==> config.mk <==
export PLATFORM = sky130hd
export DESIGN_NAME = burst_seq
export DESIGN_NICKNAME = d
export VERILOG_FILES = /design/src/rtl/bsq_pkg.sv /design/src/rtl/bsq_start_reg.sv /design/src/rtl/bsq_beat_ctr.sv /design/src/rtl/bsq_addr_form.sv /design/src/rtl/burst_seq.sv
export SDC_FILE = /design/constraint.sdc
export NUM_CORES = 1
export LEC_CHECK = 0
export ABC_AREA = 1
export BUFFER_PORTS_ARGS = -buffer_cell sky130_fd_sc_hd__buf_2
export CORE_AREA = 2 2 39 41
export DETAILED_ROUTE_END_ITERATION = 10
export DIE_AREA = 0 0 41 43
export PLACE_DENSITY = 0.44
export SYNTH_ARGS = -nofsm -noshare
export SYNTH_HDL_FRONTEND = slang
export SYNTH_HIERARCHICAL = 1
export SYNTH_SLANG_ARGS = --single-unit
export TNS_END_PERCENT = 30
==> constraint.sdc <==
create_clock -name clk -period 1.57 [get_ports clk]
set_input_delay 0.471 -clock clk [delete_from_list [all_inputs] [get_ports clk]]
set_output_delay 0.471 -clock clk [all_outputs]
set_load 0.03 [all_outputs]
==> src/rtl/bsq_pkg.sv <==
// Shared types for the burst address sequencer.
package bsq_pkg;
    // Beat order held for the duration of a burst.
    typedef enum logic {
        ORD_LINEAR     = 1'b0,
        ORD_INTERLEAVE = 1'b1
    } bsq_order_e;
endpackage

==> src/rtl/bsq_start_reg.sv <==
// Holds the burst start value and its beat order.
// Assumes: load is a single-cycle strobe; reset is synchronous and active low.
module bsq_start_reg
    import bsq_pkg::*;
#(
    parameter int BW = 2
) (
    input  logic          clk,
    input  logic          rst_n,
    input  logic          load,
    input  logic [BW-1:0] start_addr,
    input  logic          order_sel,
    output logic [BW-1:0] base_q,
    output bsq_order_e    order_q
);
    // Capture the start value and the order on a load; hold them otherwise.
    always_ff @(posedge clk) begin
        if (!rst_n) begin
            base_q  <= '0;
            order_q <= ORD_INTERLEAVE;
        end else if (load) begin
            base_q  <= start_addr;
            order_q <= order_sel ? ORD_INTERLEAVE : ORD_LINEAR;
        end
    end
endmodule

==> src/rtl/bsq_beat_ctr.sv <==
// Counts the beats of a burst and wraps within BW bits.
// Assumes: load takes priority over step_en.
module bsq_beat_ctr #(
    parameter int BW = 2
) (
    input  logic          clk,
    input  logic          rst_n,
    input  logic          load,
    input  logic          step_en,
    output logic [BW-1:0] beat_q
);
    localparam logic [BW-1:0] ONE = BW'(1);

    // Clear on reset or load; otherwise advance by one when stepping.
    always_ff @(posedge clk) begin
        if (!rst_n || load) begin
            beat_q <= '0;
        end else if (step_en) begin
            beat_q <= beat_q + ONE;
        end
    end
endmodule

==> src/rtl/bsq_addr_form.sv <==
// Forms the beat address from the start value and the beat count.
// Assumes: both inputs are registered, so this is a short combinational path.
module bsq_addr_form
    import bsq_pkg::*;
#(
    parameter int BW = 2
) (
    input  logic [BW-1:0] base_q,
    input  logic [BW-1:0] beat_q,
    input  bsq_order_e    order_q,
    output logic [BW-1:0] addr
);
    logic [BW-1:0] lin_addr;
    logic [BW-1:0] ilv_addr;

    // Interleaved order: each address bit flips with the matching count bit.
    for (genvar i = 0; i < BW; i++) begin : g_ilv
        assign ilv_addr[i] = base_q[i] ^ beat_q[i];
    end

    // Linear order: modulo add of the count to the start value.
    always_comb begin
        lin_addr = base_q + beat_q;
    end

    // Pick the order that was captured at load.
    always_comb begin
        addr = (order_q == ORD_INTERLEAVE) ? ilv_addr : lin_addr;
    end
endmodule

==> src/rtl/burst_seq.sv <==
// Burst address sequencer top: start register, beat counter, address former.
// Assumes: the caller holds the upper address bits fixed for the burst.
module burst_seq
    import bsq_pkg::*;
#(
    parameter int BW = 2
) (
    input  logic          clk,
    input  logic          rst_n,
    input  logic          load,
    input  logic [BW-1:0] start_addr,
    input  logic          step_en,
    input  logic          order_sel,
    output logic [BW-1:0] burst_addr
);
    logic [BW-1:0] base_q;
    logic [BW-1:0] beat_q;
    bsq_order_e    order_q;

    bsq_start_reg #(.BW(BW)) u_start (
        .clk        (clk),
        .rst_n      (rst_n),
        .load       (load),
        .start_addr (start_addr),
        .order_sel  (order_sel),
        .base_q     (base_q),
        .order_q    (order_q)
    );

    bsq_beat_ctr #(.BW(BW)) u_beat (
        .clk     (clk),
        .rst_n   (rst_n),
        .load    (load),
        .step_en (step_en),
        .beat_q  (beat_q)
    );

    bsq_addr_form #(.BW(BW)) u_form (
        .base_q  (base_q),
        .beat_q  (beat_q),
        .order_q (order_q),
        .addr    (burst_addr)
    );
endmodule

=== Word-level counts from Yosys, hierarchy flattened ===
Index checks and enable logic that the tools add are counted.

* $add $sub $neg: 2
* Muxes and demuxes: 2
* Bitwise gates (word level): 2
* Reductions and logical operators: 2

{| class="wikitable"
|+ Operators by type and width
! cell !! count
|-
| 2-bit by 1-bit adder with 2-bit output, second input constant || 1
|-
| 2-bit adder || 1
|-
| 2-bit two-way mux || 1
|-
| 1-bit bitwise XOR || 2
|-
| 1-bit logical NOT || 1
|-
| 1-bit logical OR || 1
|-
| 1-bit two-way mux || 1
|}

* Bits in registers: 5
* Output and inout bits: 2
* Word-level logic and storage cells: 11

=== Logic depth before layout (Yosys ltp) ===
Gate-level depths: netlist of the first run.

* Depth after elaboration: 2
* Mapped depth: 6
* Mapped depth without buffers: 6

=== By module ===
The synthesis of the first run kept the hierarchy.

{| class="wikitable"
|+ Modules (own cells, without submodules)
! module !! instances !! cells each !! area each (um^2)
|-
| bsq_start_reg || 1 || 17 || 113.9
|-
| bsq_beat_ctr || 1 || 15 || 101.3
|-
| bsq_addr_form || 1 || 15 || 67.6
|}

=== Worst setup path after synthesis of the first run ===
Ideal clock, no wire load.

* Path type: register -> output
* Start: register u_beat.beat_q[0]
* End: output port burst_addr[1]
* Data arrival time: 0.882 ns
* Setup slack: 0.217 ns
* Cell stages (with the launch flop): 6
* Path buffers: 0
* Cell sequence: dfxtp_1 > ha_1 > nand2_1 > nand3_1 > nand2_1 > inv_1

* Cells in the longest elaborated chain, start to end: 2

{| class="wikitable"
|+ Ends and longest elaborated chain
! what !! RTL line !! text
|-
| start, declared || bsq_beat_ctr.sv:10 || <nowiki>output logic [BW-1:0] beat_q</nowiki>
|-
| start signal, assigned || bsq_beat_ctr.sv:19 || <nowiki>beat_q <= beat_q + ONE;</nowiki>
|-
| 2-bit adder || bsq_addr_form.sv:23 || <nowiki>lin_addr = base_q + beat_q;</nowiki>
|-
| 2-bit two-way mux || bsq_addr_form.sv:28 || <nowiki>addr = (order_q == ORD_INTERLEAVE) ? ilv_addr : lin_addr;</nowiki>
|-
| end, declared || burst_seq.sv:14 || <nowiki>output logic [BW-1:0] burst_addr</nowiki>
|}

No other way between the ends.

=== Final worst setup path of the first run ===
Ends and elaborated chain as after synthesis.

==> results of run 1 <==
[report_power, final]
part / switching [mW] / leakage [nW] / internal, mW
logic: 0.0354 / 0.165 / 0.0252
registers: 0.00642 / 0.0420 / 0.135
clock network: 0.0550 / 0.0150 / 0.0962
total: 0.0968 / 0.221 / 0.257
[registers in the layout, summed over array words and instances (netlist names)]
| name | count |
|---|---|
| u_start/base_q | 2 |
| u_beat/beat_q | 2 |
| u_start/order_q | 1 |
[metrics by stage]
step                cell area, µm²  TNS [ps]  cells  util, %  power [mW]
floorplan                    282.8         0     47        -      0.1779
global placement             350.3         0     72    25.32      0.1983
detailed placement           350.3         0     72    25.32      0.1985
CTS                          397.9    -45.84     76    28.75      0.3612
global route                 397.9    -119.1     76    28.75      0.3746
finish                       397.9    -24.17     76    28.75      0.3535
[cells in the final DEF (no fill, tap or decap)]
| cell | synthesis | final |
|---|---|---|
| a21oi_1 | 1 | 1 |
| buf_2 | 0 | 7 |
| buf_4 | 0 | 1 |
| buf_6 | 0 | 1 |
| clkbuf_1 | 0 | 1 |
| clkbuf_4 | 0 | 3 |
| dfxtp_1 | 5 | 3 |
| dfxtp_2 | 0 | 2 |
| ha_4 | 0 | 1 |
| inv_1 | 12 | 11 |
| inv_2 | 0 | 1 |
| nand2_1 | 16 | 16 |
| nand3_1 | 4 | 4 |
| nor2_1 | 6 | 6 |
| nor2_2 | 1 | 1 |
| nor2_4 | 1 | 1 |
[layer usage]
| layer | share of wire [%] | track usage (%) | vias up |
|---|---|---|---|
| li1 | - | - | 161 |
| met1 | 49 | 7.818 | 116 |
| met2 | 46 | 10.31 | 8 |
| met3 | 4.4 | 3.141 | 2 |
| met4 | 1.1 | 8.000 | 0 |
| met5 | 0 | 0 | - |
[worst max-delay path by stage]
stage | startpoint | to | cells after the start
after floorplan | u_beat/beat_q[0] | burst_addr[1] | 5
after global placement | u_beat/beat_q[0] | burst_addr[1] | 7
after detailed placement | u_beat/beat_q[0] | burst_addr[1] | 7
after CTS | u_beat/beat_q[0] | burst_addr[1] | 7
after global routing | u_beat/beat_q[0] | burst_addr[1] | 7
final | u_beat/beat_q[0] | burst_addr[1] | 7
[what timing repair did]
action                                  4_1_cts  5_1_grt
gates resized for setup                       7        0
hold endpoints to repair                      0        0
endpoints found under the setup margin        1        1
pin swaps                                     1        0
[area by class of cell]
cell class	count	area [µm²]	area share [%]
clock buffers	4	26.28	6.604
inverters	12	45.04	11.32
repair buffers	9	53.80	13.52
flip-flops and latches	5	102.6	25.79
well taps	16	20.02	5.031
multi-input cells	30	150.1	37.74
[cells by family (layout without fill, tap and decap cells)]
group	count (synthesis)	after routing	synth area share (%)
and+or+nand+nor	28	28	42.48
AOI/OAI and AO/OA	1	1	1.768
adders and majority gates	1	1	4.424
DFF	5	5	35.40
buffers and inverters	12	25	15.93
[worst reg2reg max path: stages, from the launching register on]
cell	delay, ps
dfxtp_2	330
buf_4	140
a21oi_1	130
nor2_1	60
==> flow_metrics.py, run 1 <==
metrics = {
    "run_status": {
        "status": "finished, violations left",
        "violations": "negative setup slack",
    },
    "die": {
        "die_w_um": 41,
        "die_h_um": 43,
        "initial_core_util_pct": 20.43,
        "core-area_um2": 1384,
        "rows": 14,
        "dieArea_um2": 1763,
        "io-pin-count": 9,
    },
    "finish": {
        "fill_cells": 144,
        "diodes": 0,
        "finalNetCount": 69,
        "area_growth_pct": 40.71,
        "layout-drive-gt1-share_pct": 30.00,
    },
    "place": {
        "dp_slack_ps": 155.0,
        "portBuffers": 8,
        "dp_hpwl_um": 414.6,
        "place.gp.congestion": 0.6287,
    },
    "clock_network": {
        "clock_latency_ps": 240,
        "root_buffer": "clkbuf_4",
        "postCtsSetupRepairBufs": 0,
        "cts.clk_slew.worst_paths_ps": 50,
        "cts_hold_buf": 0,
        "clkSinkCount": 5,
        "cts_buffers": 3,
        "clockBufferDepth": 2,
        "htreeDepth": 1,
        "cts_tree": "built",
    },
    "logic_synthesis": {
        "yosys.cell_count.top_type": "nand2_1",
        "synth_area_leaders": "dfxtp_1 35%, nand2_1 21%, inv_1 16%",
        "synth_edf_count": 0,
        "ys_seq_area_share_pct": 35.40,
        "yosys_warnings": 6,
        "syn_nets": 55,
        "yosysUniqueCellTypes": 9,
        "syn-instance-count": 47,
        "yosysTopAreaCellShare_pct": 35.40,
        "synth_seq_cells": 5,
        "ys.flop_type": "dfxtp_1",
        "syn-cell-area_um2": 282.8,
        "async_flop_share_pct": 0,
        "avgSynthCellArea_um2": 6.016,
        "synthTopCellsByCount": "16 x nand2_1, 12 x inv_1, 6 x nor2_1, 5 x dfxtp_1, 4 x nand3_1",
        "synth_top_area_cell": "dfxtp_1",
    },
    "sta": {
        "setup_violations": 1,
        "worst_pin_slew_ps": 155.3,
        "hold_viol_final": 0,
        "finClkSkew_ps": 0.1105,
        "fmax_mhz": 627.3,
        "maxSlewHeadroom_pct": 89.65,
        "rsz0062_at_grt": "true",
        "min_period_over_period_pct": 101.5,
        "hold-worst-slack_ps": 449.8,
        "fin_ws_ps": -24.17,
        "slew_viol_final": 0,
        "fin_crit_ps": 1594,
    },
    "detailed_routing": {
        "drc": 0,
        "post_drt_wl_per_cell_um": 7.513,
        "drt_iter0_drc": 2,
        "ant_nets": 0,
        "routed_wl_um": 571,
        "drt-pass1-iter-count": 4,
        "routed-via-count": 287,
        "vias_per_cell": 3.776,
    },
    "worst_setup_path": {
        "cp.required_ps": 1100,
        "path_cells": "ha_4 -> inv_2 -> nor2_1 -> nand3_1 -> nand2_1 -> inv_1 -> buf_6",
        "startpoint_type": "flip-flop",
        "r2r_start": "u_beat/beat_q[0]",
        "crit_arrival_ps": 1120,
        "cp_max_fo": 2,
        "path_delay_family": "flip-flops",
        "rr_worst_depth": 3,
        "crit_buf_inv": 3,
        "crit_path_max_incr_delay_ps": 350,
        "regToRegSetupSlack_ps": 800,
        "reg2reg_to": "u_beat/beat_q[1]",
        "cp-end-kind": "output port",
        "criticalPathCategory": "reg2out",
        "critical-path-slowest-cell": "dfxtp_2",
    },
    "min_path": {
        "worstHoldPathType": "in2reg",
        "worstHoldStart": "order_sel",
        "whs_endpoint": "u_start/order_q",
        "worstHoldPathCells": 3,
    },
    "grt": {
        "grt_start_max_net_pins": 8,
        "grt_pass1_wl_um": 841,
        "grt_pass1_vias": 249,
        "gr-total-overflow": 0,
        "grt.total_usage_pct": 7.560,
        "antenna_found_initial": 0,
    },
    "power_and_ir_drop": {
        "power.leakage_nw": 0.2215,
        "powerDensity_nw_per_um2": 888.5,
        "vdd_drop_max_uv": 276.8,
    },
    "flow_run": {
        "max_cap_violations": 0,
    },
}
(Power assumes the default switching activity.)
==> run 2, diff against run 1 <==
--- a/config.mk
+++ b/config.mk
@@ -10,7 +10,7 @@
 export CORE_AREA = 2 2 39 41
 export DETAILED_ROUTE_END_ITERATION = 10
 export DIE_AREA = 0 0 41 43
-export PLACE_DENSITY = 0.44
+export PLACE_DENSITY = 0.45
 export SYNTH_ARGS = -nofsm -noshare
 export SYNTH_HDL_FRONTEND = slang
 export SYNTH_HIERARCHICAL = 1
==> flow_metrics.py, run 2 (synthesized netlist as in run 1, its figures left out) <==
metrics = {
    "grt": {
        "grt_start_max_net_pins": 8,
        "antenna_found_initial": 0,
        "met2_usage_pct": 9.375,
        "met1_usage_pct": 10.10,
        "grt_pass1_vias": 249,
        "gr-total-overflow": 0,
        "grt_pass1_wl_um": 897,
        "top_usage_layer": "met1",
        "grtUsageMet3_pct": 3.141,
        "grt.total_usage_pct": 7.964,
    },
    "sta": {
        "maxSlewHeadroom_pct": 89.26,
        "fin_ws_ps": -15.04,
        "fmax_mhz": 630.9,
        "fin_crit_ps": 1585,
        "rsz0062_at_grt": "true",
        "worst_pin_slew_ps": 160.9,
        "setup_violations": 1,
        "finClkSkew_ps": 0.1098,
        "slew_viol_final": 0,
        "min_period_over_period_pct": 101.0,
        "hold_viol_final": 0,
        "finalSetupTns_ps": -15.04,
    },
    "clock_network": {
        "htreeDepth": 1,
        "clkSinkCount": 5,
        "cts.clk_slew.worst_paths_ps": 50,
        "clock_latency_ps": 240,
        "clockBufferDepth": 2,
        "root_buffer": "clkbuf_4",
        "cts_tree": "built",
        "cts_buffers": 3,
    },
    "place": {
        "portBuffers": 8,
        "placed_area_um2": 342.8,
        "place.gp.congestion": 0.6718,
        "place_inst": 71,
        "dp_hpwl_um": 379.9,
    },
    "finish": {
        "final_common_cell": "nand2_1",
        "finalNetCount": 69,
        "layout-drive-gt1-share_pct": 31.67,
        "layout_common_cells": "16 x nand2_1, 11 x inv_1, 7 x buf_2",
        "layoutNonFillerInstCount": 76,
        "final_area_um2": 400.4,
        "largest_registers": "u_beat/beat_q (2), u_start/base_q (2), u_start/order_q (1)",
        "area_growth_pct": 41.59,
        "diodes": 0,
    },
    "detailed_routing": {
        "routed_wl_um": 520,
        "ant_nets": 0,
        "drt-pass1-iter-count": 4,
        "routed-via-count": 279,
        "drt_iter0_drc": 2,
        "drc": 0,
        "vias_per_cell": 3.671,
        "post_drt_wl_per_cell_um": 6.842,
    },
    "worst_setup_path": {
        "path_cells": "ha_4 -> inv_2 -> nor2_2 -> nand3_1 -> nand2_1 -> inv_1 -> buf_6",
        "startpoint_type": "flip-flop",
        "critical-path-slowest-cell": "dfxtp_2",
        "cp_max_fo": 2,
        "path_delay_family": "flip-flops",
        "crit_path_max_incr_delay_ps": 340,
        "crit_arrival_ps": 1110,
        "criticalPathCategory": "reg2out",
        "cp.required_ps": 1100,
        "crit_buf_inv": 3,
        "cp-end-kind": "output port",
    },
    "die": {
        "core-area_um2": 1384,
        "io-pin-count": 9,
        "die_h_um": 43,
        "dieArea_um2": 1763,
        "rows": 14,
        "die_w_um": 41,
        "initial_core_util_pct": 20.43,
    },
    "flow_run": {
        "max_cap_violations": 0,
    },
    "power_and_ir_drop": {
        "powerDensity_nw_per_um2": 882.7,
        "vdd_drop_max_uv": 343.2,
        "power.leakage_nw": 0.2213,
    },
    "run_status": {
        "status": "finished, violations left",
        "violations": "negative setup slack",
    },
    "min_path": {
        "worstHoldPathType": "in2reg",
    },
}
-- run 2: layout make-up --
class                   count  area (µm²)
inverters                  12       45.04
well taps                  16       20.02
multi-input cells          30       152.6
flip-flops and latches      5       102.6
fillers                   170       983.4
clock buffers               4       26.28
repair buffers              9       53.80
-- run 2: repair_timing --
| item | CTS | global route |
|---|---|---|
| gates resized for setup | 7 | 1 |
| pin swaps | 0 | 1 |
| hold buffers | 0 | 0 |
| endpoints found under the setup margin | 1 | 1 |
| setup buffers | 1 | 0 |
-- run 2: worst reg2reg max path, stage by stage (launching register included) --
cell     delay (ps)
dfxtp_2         330
buf_4           140
a21oi_1         140
nor2_1           60
-- run 2: report_power, final --
| part | internal [mW] | switching [mW] | leakage [nW] |
|---|---|---|---|
| clock | 0.0963 | 0.0554 | 0.0150 |
| combinational | 0.0254 | 0.0346 | 0.164 |
| sequential | 0.135 | 0.00651 | 0.0420 |
| total | 0.257 | 0.0966 | 0.221 |
-- run 2: routing by layer --
| metal | part of all wire, % | wire [µm] | vias to the layer above |
|---|---|---|---|
| li1 | - | - | 160 |
| met1 | 51 | 264 | 111 |
| met2 | 45 | 233 | 6 |
| met3 | 3.1 | 16 | 2 |
| met4 | 1.2 | 6 | 0 |
| met5 | 0 | 0 | - |
-- run 2: worst paths after layout --
check | startpoint | end | slack (ps) | cells past startpoint
worst min-delay path | order_sel | u_start/order_q | 440 | 3
worst min register to register | u_start/order_q | u_start/order_q | 490 | 2
worst max register to register | u_beat/beat_q[0] | u_beat/beat_q[1] | 800 | 3
worst max-delay path | u_start/base_q[0] | burst_addr[1] | -20 | 7
-- run 2: per-stage QoR --
| step | total power, mW | util, % | hold WS [ps] | worst slack (ps) |
|---|---|---|---|---|
| finish | 0.3534 | 28.93 | 441.8 | -15.04 |
| global route | 0.3748 | 28.93 | 455.1 | -96.84 |
| CTS | 0.3590 | 28.75 | 443.2 | -30.40 |
| detailed placement | 0.1962 | 24.77 | 472.6 | 78.75 |
| global placement | 0.1965 | 24.77 | 469.0 | 86.67 |
| floorplan | 0.1779 | - | 449.4 | 217.3 |
==> run 3, diff against run 2 <==
--- a/config.mk
+++ b/config.mk
@@ -5,12 +5,11 @@
 export SDC_FILE = /design/constraint.sdc
 export NUM_CORES = 1
 export LEC_CHECK = 0
-export ABC_AREA = 1
 export BUFFER_PORTS_ARGS = -buffer_cell sky130_fd_sc_hd__buf_2
 export CORE_AREA = 2 2 39 41
 export DETAILED_ROUTE_END_ITERATION = 10
 export DIE_AREA = 0 0 41 43
-export PLACE_DENSITY = 0.45
+export PLACE_DENSITY = 0.41
 export SYNTH_ARGS = -nofsm -noshare
 export SYNTH_HDL_FRONTEND = slang
 export SYNTH_HIERARCHICAL = 1
==> flow_metrics.py, run 3 <==
metrics = {
    "run_status": {
        "status": "finished, violations left",
        "violations": "negative setup slack",
    },
    "worst_setup_path": {
        "cp.required_ps": 1100,
        "cp_max_fo": 2,
        "cp-end-kind": "output port",
        "criticalPathCategory": "reg2out",
        "crit_arrival_ps": 1140,
        "startpoint_type": "flip-flop",
    },
    "detailed_routing": {
        "drt_iter0_drc": 0,
        "post_drt_wl_per_cell_um": 9.020,
        "drt-pass1-iter-count": 1,
        "drc": 0,
        "vias_per_cell": 3.902,
        "routed-via-count": 199,
        "routed_wl_um": 460,
        "ant_nets": 0,
    },
    "flow_run": {
        "max_cap_violations": 0,
    },
    "logic_synthesis": {
        "yosys.cell_count.top_type": "dfxtp_1",
        "yosysUniqueCellTypes": 11,
        "ys_seq_area_share_pct": 43.96,
        "ys.flop_type": "dfxtp_1",
        "synth_fa_ha_area_share_pct": 5.495,
        "synth_top_family_by_area": "simple AND/OR/NAND/NOR gates",
        "avgSynthCellArea_um2": 10.84,
        "synth_area_leaders": "dfxtp_1 44%, mux2i_1 13%, xnor2_1 12%",
        "syn-instance-count": 21,
        "synth_edf_count": 0,
        "yosysTopAreaCellShare_pct": 43.96,
        "yosys_warnings": 6,
        "synthSimpleGateAreaFrac_pct": 17.58,
        "syn_nets": 29,
        "async_flop_share_pct": 0,
        "muxShareOfSynthArea_pct": 13.19,
        "synth-xor-area-share_pct": 11.54,
        "synth_top_area_cell": "dfxtp_1",
        "synth_seq_cells": 5,
        "synth_compound_area_share_pct": 8.242,
        "synthTopCellsByCount": "5 x dfxtp_1, 3 x mux2i_1, 3 x nor2b_1, 3 x xnor2_1",
        "syn-cell-area_um2": 227.7,
    },
    "sta": {
        "finalSetupTns_ps": -37.30,
        "slew_viol_final": 0,
        "setup_violations": 1,
        "maxSlewHeadroom_pct": 82.91,
        "hold_viol_final": 0,
        "min_period_over_period_pct": 102.4,
        "fin_ws_ps": -37.30,
        "rsz0062_at_grt": "true",
        "fmax_mhz": 622.2,
        "worst_pin_slew_ps": 254.6,
        "fin_crit_ps": 1607,
        "hold-worst-slack_ps": 430.2,
        "finClkSkew_ps": 0.06023,
    },
    "clock_network": {
        "cts_hold_buf": 0,
        "cts_tree": "built",
        "cts_buffers": 3,
        "clkSinkCount": 5,
        "root_buffer": "clkbuf_4",
        "htreeDepth": 1,
        "cts.clk_slew.worst_paths_ps": 40,
        "clock_latency_ps": 240,
        "clockBufferDepth": 2,
    },
    "die": {
        "io-pin-count": 9,
        "die_h_um": 43,
        "rows": 14,
        "core-area_um2": 1384,
        "dieArea_um2": 1763,
        "die_w_um": 41,
        "initial_core_util_pct": 16.46,
    },
    "power_and_ir_drop": {
        "powerDensity_nw_per_um2": 956.0,
        "power.leakage_nw": 0.1544,
        "vdd_drop_max_uv": 242.4,
    },
    "min_path": {
        "worstHoldPathType": "in2reg",
    },
    "grt": {
        "grt_pass1_vias": 197,
        "antenna_found_initial": 0,
        "grt.total_usage_pct": 6.526,
        "grt_pass1_wl_um": 696,
        "grt_start_max_net_pins": 5,
        "gr-total-overflow": 0,
    },
    "finish": {
        "diodes": 0,
        "largest_registers": "u_beat/beat_q (2), u_start/base_q (2), u_start/order_q (1)",
        "layout-drive-gt1-share_pct": 54.29,
        "area_growth_pct": 56.04,
        "fill_cells": 157,
        "finalNetCount": 44,
        "layoutNonFillerInstCount": 51,
        "final_common_cell": "buf_2",
        "layout_common_cells": "7 x buf_2, 3 x clkbuf_4, 3 x dfxtp_1, 3 x mux2i_1",
        "fin_util_pct": 25.68,
    },
    "place": {
        "portBuffers": 8,
        "place_inst": 46,
        "place.gp.congestion": 0.6294,
    },
}
run 3: cell count changes in the layout (fill, tap and decap cells not counted), sizes merged, moves of 3 or more:
cell,before,now
nor2b,0,3
nand3,4,0
inv,12,0
nor2,8,1
mux2i,0,3
nand2,16,1
xnor2,0,3
run 3: worst paths after layout:
path | startpoint | end | slack [ps] | cells after the start
worst max-delay path | u_start/base_q[0] | burst_addr[1] | -40 | 4
worst min-delay path | rst_n | u_start/order_q | 430 | 2
worst max register to register | u_beat/beat_q[0] | u_beat/beat_q[1] | 660 | 4
worst min register to register | u_start/base_q[0] | u_start/base_q[0] | 510 | 2
run 3: where the power goes:
part / total, mW / switching (mW) / internal, mW
clock: 0.147 / 0.0513 / 0.0960
sequential: 0.139 / 0.00448 / 0.134
combinational: 0.0535 / 0.0262 / 0.0273
run 3: per-layer routing:
layer / wire length, µm / global-route usage (%) / vias to the layer above
met2: 232 / 9.063 / 7
met1: 187 / 6.752 / 94
li1: - / - / 98
met4: 0 / 6.000 / 0
met3: 40 / 3.141 / 0
met5: 0 / 0 / -
run 3: area by class of cell:
cell class	count	area, µm²	area share, %
multi-input cells	16	145.1	40.84
repair buffers	10	61.31	17.25
flip-flops and latches	5	102.6	28.87
clock buffers	4	26.28	7.394
well taps	16	20.02	5.634
run 3: cell families (layout without fill, tap and decap cells):
group	Yosys count	after routing
xor gates and xnor gates	3	3
buffers and inverters	0	14
AOI/OAI and AO/OA	2	2
muxes	3	3
and+or+nand+nor	7	7
DFF	5	5
adders and majority gates	1	1
run 3: through the flow:
stage	total power [mW]	setup slack, ps	cell area, µm²
after floorplan	0.1707	134.3	235.2
after global placement	0.1877	108.6	302.8
after detailed placement	0.1892	77.26	302.8
after CTS	0.3498	-69.52	355.3
after global routing	0.3611	-95.48	355.3
final	0.3397	-37.30	355.3
run 3: critical path, stage by stage (launching register included):
cell and delay, ps:
dfxtp_2 320, ha_2 160, nor2b_4 150, xnor2_2 120, buf_6 150
run 3: timing repair:
| action | 4_1_cts | 5_1_grt |
|---|---|---|
| pin swaps | 2 | 2 |
| setup endpoints to repair | 1 | 1 |
| gates resized for setup | 7 | 0 |
| setup buffers | 1 | 0 |
